File: src/rtl/fpu_pkg.sv
package fpu_pkg;

    localparam int          WORD_W = 32;
    localparam logic [31:0] QNAN   = 32'h7FC0_0000;

    typedef enum logic [1:0] {
        OP_LOAD = 2'b00,
        OP_ADD  = 2'b01,
        OP_SUB  = 2'b10,
        OP_MUL  = 2'b11
    } op_e;

    typedef struct packed {
        logic       sign;
        logic [7:0] exp;
        logic [22:0] frac;
    } f32_t;

    function automatic logic is_zero(f32_t x);
        return x.exp == 8'h00;
    endfunction

    function automatic logic is_inf(f32_t x);
        return (x.exp == 8'hFF) && (x.frac == 23'd0);
    endfunction

    function automatic logic is_nan(f32_t x);
        return (x.exp == 8'hFF) && (x.frac != 23'd0);
    endfunction

    // Round a normalised 24-bit significand (hidden bit at [23]) to nearest-even,
    // then saturate or flush according to the final exponent.
    function automatic f32_t pack_round(logic sgn, logic signed [9:0] e,
                                        logic [23:0] mant, logic g, logic st);
        logic        up;
        logic [24:0] m1;
        logic signed [9:0] e2;
        f32_t        r;
        up = g & (st | mant[0]);
        m1 = {1'b0, mant} + {24'd0, up};
        e2 = m1[24] ? e + 10'sd1 : e;
        if (e <= 10'sd0)
            r = {sgn, 31'd0};
        else if (e2 >= 10'sd255)
            r = {sgn, 8'hFF, 23'd0};
        else
            r = {sgn, e2[7:0], (m1[24] ? m1[23:1] : m1[22:0])};
        return r;
    endfunction

endpackage

File: src/rtl/fpu_addsub.sv
module fpu_addsub
    import fpu_pkg::*;
(
    input  f32_t a,
    input  f32_t b,
    input  logic sub,
    output f32_t y
);
    logic        sa, sb, sbig;
    logic        a_big;
    logic [7:0]  ebig, esml, d;
    logic [26:0] mx, my0, my, mask, n;
    logic [27:0] sum;
    logic [4:0]  lz;
    logic signed [9:0] e;

    always_comb begin
        sa    = a.sign;
        sb    = b.sign ^ sub;
        a_big = {a.exp, a.frac} >= {b.exp, b.frac};
        ebig  = a_big ? a.exp : b.exp;
        esml  = a_big ? b.exp : a.exp;
        sbig  = a_big ? sa : sb;
        mx    = {1'b1, (a_big ? a.frac : b.frac), 3'b000};
        my0   = {1'b1, (a_big ? b.frac : a.frac), 3'b000};
        d     = ebig - esml;
        mask  = (27'd1 << d) - 27'd1;
        if (d >= 8'd27)
            my = 27'd1;
        else
            my = (my0 >> d) | {26'd0, |(my0 & mask)};
        sum = (sa == sb) ? ({1'b0, mx} + {1'b0, my}) : ({1'b0, mx} - {1'b0, my});
        lz = 5'd0;
        for (int i = 0; i < 27; i++)
            if (sum[i]) lz = 5'(26 - i);
        if (sum[27]) begin
            n = sum[27:1] | {26'd0, sum[0]};
            e = $signed({2'b00, ebig}) + 10'sd1;
        end else begin
            n = sum[26:0] << lz;
            e = $signed({2'b00, ebig}) - $signed({5'd0, lz});
        end

        if (is_nan(a) || is_nan(b))
            y = QNAN;
        else if (is_inf(a) && is_inf(b))
            y = (sa == sb) ? {sa, 8'hFF, 23'd0} : QNAN;
        else if (is_inf(a))
            y = {sa, 8'hFF, 23'd0};
        else if (is_inf(b))
            y = {sb, 8'hFF, 23'd0};
        else if (is_zero(a) && is_zero(b))
            y = {sa & sb, 31'd0};
        else if (is_zero(b))
            y = a;
        else if (is_zero(a))
            y = {sb, b.exp, b.frac};
        else if (sum == 28'd0)
            y = 32'd0;
        else
            y = pack_round(sbig, e, n[26:3], n[2], |n[1:0]);
    end
endmodule

File: src/rtl/fpu_mul.sv
module fpu_mul
    import fpu_pkg::*;
(
    input  f32_t a,
    input  f32_t b,
    output f32_t y
);
    logic        s;
    logic [47:0] p;
    logic signed [9:0] e;

    always_comb begin
        s = a.sign ^ b.sign;
        p = {24'd0, 1'b1, a.frac} * {24'd0, 1'b1, b.frac};
        e = $signed({2'b00, a.exp}) + $signed({2'b00, b.exp}) - 10'sd127;
        if (is_nan(a) || is_nan(b))
            y = QNAN;
        else if ((is_inf(a) && is_zero(b)) || (is_inf(b) && is_zero(a)))
            y = QNAN;
        else if (is_inf(a) || is_inf(b))
            y = {s, 8'hFF, 23'd0};
        else if (is_zero(a) || is_zero(b))
            y = {s, 31'd0};
        else if (p[47])
            y = pack_round(s, e + 10'sd1, p[47:24], p[23], |p[22:0]);
        else
            y = pack_round(s, e, p[46:23], p[22], |p[21:0]);
    end
endmodule

File: src/rtl/fp_addr_unit.sv
module fp_addr_unit
    import fpu_pkg::*;
#(
    parameter int NREG  = 8,
    parameter int STALL = 2
) (
    input  logic        clk,
    input  logic        rst,
    input  logic [4:0]  addr,
    input  logic [31:0] wdata,
    input  logic        wr,
    input  logic        rd,
    output logic [31:0] rdata,
    output logic        ready
);
    localparam int IDX_W = $clog2(NREG);
    localparam int CNT_W = $clog2(STALL + 1);

    logic [NREG-1:0][31:0] regs;
    logic [CNT_W-1:0]      cnt;
    op_e                   op_q;
    logic [IDX_W-1:0]      idx_q;
    f32_t                  opa_q, opb_q;
    f32_t                  sum_y, mul_y, result;
    logic                  commit;
    op_e                   op_in;
    logic [IDX_W-1:0]      idx_in;

    assign op_in  = op_e'(addr[4:3]);
    assign idx_in = addr[IDX_W-1:0];
    assign ready  = (cnt == '0);
    assign commit = (cnt == CNT_W'(1));

    fpu_addsub u_addsub (.a(opa_q), .b(opb_q), .sub(op_q == OP_SUB), .y(sum_y));
    fpu_mul    u_mul    (.a(opa_q), .b(opb_q), .y(mul_y));

    assign result = (op_q == OP_MUL) ? mul_y : sum_y;

    always_ff @(posedge clk) begin
        if (rst) begin
            regs  <= '0;
            cnt   <= '0;
            rdata <= '0;
            op_q  <= OP_LOAD;
            idx_q <= '0;
            opa_q <= '0;
            opb_q <= '0;
        end else begin
            if (cnt != '0)
                cnt <= cnt - CNT_W'(1);
            if (commit)
                regs[idx_q] <= result;
            if (ready && wr) begin
                if (op_in == OP_LOAD) begin
                    regs[idx_in] <= wdata;
                end else begin
                    opa_q <= regs[idx_in];
                    opb_q <= wdata;
                    op_q  <= op_in;
                    idx_q <= idx_in;
                    cnt   <= CNT_W'(STALL);
                end
            end
            if (ready && rd)
                rdata <= regs[idx_in];
        end
    end
endmodule

File: config.mk
export PLATFORM = sky130hd
export DESIGN_NAME = fp_addr_unit
export DESIGN_NICKNAME = d
export VERILOG_FILES = /design/src/rtl/fpu_pkg.sv /design/src/rtl/fpu_addsub.sv /design/src/rtl/fpu_mul.sv /design/src/rtl/fp_addr_unit.sv
export SDC_FILE = /design/constraint.sdc
export NUM_CORES = 2
export LEC_CHECK = 0
export BUFFER_PORTS_ARGS = -buffer_cell sky130_fd_sc_hd__buf_4
export CAP_MARGIN = 20
export CELL_PAD_IN_SITES_DETAIL_PLACEMENT = 0
export CELL_PAD_IN_SITES_GLOBAL_PLACEMENT = 1
export CORE_AREA = 2 2 220 439
export CTS_CLUSTER_DIAMETER = 50
export DETAILED_ROUTE_END_ITERATION = 6
export DIE_AREA = 0 0 222 441
export PLACE_DENSITY_LB_ADDON = 0.1
export RECOVER_POWER = 25
export REMOVE_ABC_BUFFERS = 1
export SLEW_MARGIN = 20
export SYNTH_ARGS = -nofsm -noshare
export SYNTH_HDL_FRONTEND = slang
export SYNTH_SLANG_ARGS = --single-unit
export TNS_END_PERCENT = 100
File: constraint.sdc
create_clock -name clk -period 20.5 [get_ports clk]
set_input_delay 4.1 -clock clk [delete_from_list [all_inputs] [get_ports clk]]
set_output_delay 4.1 -clock clk [all_outputs]
set_load 0.05 [all_outputs]
==> results.yml <==
final_layout:
  layout_commonest_cell: "nand2_1"
  finalNonFillerCells: 7462
  layout-drive-gt1-share_pct: 7.46
  num-nets-final: 7037
  layout_common_cells: "749 x nand2_1, 677 x inv_1, 588 x nor2_1"
  syn_to_final_growth_pct: 5.28
  final_util_pct: 56.5
place:
  dp_cells: 7384
  portBuffers: 73
  place_ws_ns: 3.82
  place.gp.congestion: 1.05
  dp_hpwl_um: 160000
worst_hold_path:
  hp-class: "flip-flop to flip-flop"
global_routing:
  grt_max_degree: 222
  grtUsageTotal_pct: 45.2
  grt_overflow: 0
  antenna_found_initial: 9
  grt_pass1_vias: 51100
  grt_pass1_wl_um: 330000
pwr:
  p_leak_nw: 22.5
  irDropWorstVdd_uv: 70.1
  power_density_mw_per_mm2: 88.3
  p_total_mw: 4.72
timing:
  grt_setup_unrepaired: "no"
  drv_slew: 511
  finalSetupViolCount: 0
  worst_slack_ns: 2.05
  max-slew-margin-rel_pct: -536
  finalHoldViolations: 0
  fin_skew_ns: 0.0345
  fin_setup_tns_ns: 0
  fin_crit_ns: 18.45
  tightest_slew_ns: 9.54
  timing.fmax_mhz: 54.2
  min_period_over_period_pct: 90.0
setup_path:
  critical_path_class: "primary input to flip-flop"
  slowest_stage: "clkbuf_1"
  cp_common_cell: "clkbuf_1"
  cp_top_family: "buffers and inverters"
  worstPathRequired_ns: 20.94
  crit_buf_inv: 2
  cpPeakStageDelay_ns: 6.88
  start_kind: "primary input"
  critPathArrivalTime_ns: 18.89
  setup.worst_path.end_class: "flip-flop"
  worstPathCellList: "clkbuf_1 > clkbuf_1 > nor2_1 > a221o_1"
  cp_max_fo: 221
synthesis:
  ys_ff_latch: 359
  synth_cells: 6436
  async_reset_ff_share_pct: 0
  yosysTopAreaCell: "fa_1"
  synth-edff-count: 0
  synth_warnings: 0
  synthesis.area_mm2: 0.0508
  avgSynthCellArea_um2: 7.90
  synth_top_area_share_pct: 19.1
  netlist-cell-type-count: 119
  synth_area_leaders: "fa_1 19%, dfxtp_1 14%, ha_1 7.4%"
  synth_top_flop_cell: "dfxtp_1"
  seq_area_frac_synth_pct: 14.1
route:
  via_per_inst: 6.87
  drtAntennaViolNets: 0
  drtIter0Drc: 6176
  drc: 0
  avgRoutedWirePerCell_um: 30.0
  routed_wl_um: 224000
  vias: 51300
  dr.pass1.iters: 6
floorplan:
  dieArea_mm2: 0.0979
  die_h_um: 441
  rows: 160
  coreArea_mm2: 0.0947
  io_pins: 74
  start_util_pct: 53.7
  die_w_um: 222
outcome:
  status: "finished, violations left"
  violations: "capacitance limit, slew limit"
clocking:
  numCtsBuffers: 41
  clkTransAtPathRegs_ns: 0.07
  clk_path_buf_depth: 3
  htreeDepth: 2
  clockRootBuffer: "clkbuf_16"
  hold_buffers: 0
  cts_tree: "built"
  worstSkewPairLatency_ns: 0.60
  cts_num_sinks: 359
  ctsResizeCount: 0
  postCtsSetupRepairBufs: 0
flow_run:
  cap_viol_max_count: 2
==> sequential cells by signal, summed over array words and instances (netlist names) <==
signal and count:
cnt 2, idx_q 3, op_q 2, opa_q 32, opb_q 32, rdata 32, regs 256
==> final cells by class <==
| cell class | count | area, um^2 |
|---|---|---|
| Antenna cell | 4 | 10.0 |
| Inverter | 682 | 2560 |
| Clock inverter | 21 | 244 |
| Clock buffer | 53 | 1140 |
| Multi-Input combinational cell | 4924 | 39500 |
| Sequential cell | 359 | 7190 |
| Fill cell | 8888 | 41200 |
| Timing Repair Buffer | 204 | 1400 |
| Tap cell | 1215 | 1520 |
==> worst min-delay path: stages, from the launching register on <==
cell and delay (ns):
dfxtp_1 0.31, nand2_1 0.05, a311oi_1 0.08
==> through the flow <==
step | hold slack (ns) | cell area, um^2
floorplan | 0.447 | 49000
global placement | 0.466 | 52200
detailed placement | 0.472 | 52200
CTS | 0.487 | 53600
global route | 0.501 | 53500
finish | 0.491 | 53500
==> synth_stat cells (all sizes together), types with 16 or more instances <==
| cell type | count |
|---|---|
| nand2 | 751 |
| inv | 680 |
| nor2 | 608 |
| fa | 485 |
| dfxtp | 359 |
| clkbuf | 354 |
| a21oi | 351 |
| ha | 299 |
| o21ai | 295 |
| and2 | 218 |
| nor3 | 156 |
| a211oi | 147 |
| nand3 | 119 |
| xnor2 | 119 |
| buf | 117 |
| mux2i | 109 |
| a21o | 102 |
| mux4 | 73 |
| a2111oi | 63 |
| a221oi | 58 |
| nor4 | 57 |
| xor2 | 52 |
| o211ai | 48 |
| a31oi | 46 |
| nand4 | 46 |
| nand2b | 42 |
| or3 | 41 |
| a221o | 38 |
| and3 | 38 |
| nor4b | 38 |
| nor2b | 34 |
| a22oi | 33 |
| a311oi | 33 |
| mux2 | 32 |
| a211o | 29 |
| o21a | 28 |
| o31ai | 28 |
| o21bai | 24 |
| o22ai | 23 |
| o2111ai | 17 |
| o41ai | 16 |
| or2 | 16 |
==> worst paths after layout <==
check	cells past startpoint	end	slack [ns]	from
worst max register to register	44	regs[232]	3.02	opb_q[23]
worst min register to register	2	regs[63]	0.49	regs[63]
worst max-delay path	4	regs[56]	2.05	rst
worst min-delay path	2	regs[63]	0.49	regs[63]
==> kinds of logic after synthesis <==
logic type,after synthesis,share of synthesized area [%]
xor gates and xnor gates,171,2.98
adders and majority gates,784,26.5
AOI/OAI and AO/OA,1531,20.9
buffers and inverters,1153,8.72
DFF,359,14.1
and+or+nand+nor,2224,20.7
muxes,214,6.09
==> where the power goes <==
| part | internal, mW | leakage (nW) | switching, mW | total [mW] |
|---|---|---|---|---|
| sequential | 0.721 | 2.91 | 0.0235 | 0.744 |
| combinational | 0.955 | 18.9 | 2.25 | 3.20 |
| clock | 0.439 | 0.678 | 0.336 | 0.774 |
==> metal layers <==
metal | global-route usage, % | vias to the layer above | share of wire, %
met2 | 70.9 | 3470 | 44
met4 | 39.0 | 6 | 10
met3 | 10.9 | 1021 | 11
li1 | - | 21800 | -
met5 | 0 | - | 0.018
met1 | 51.9 | 25000 | 35
(Power assumes the default switching activity.)
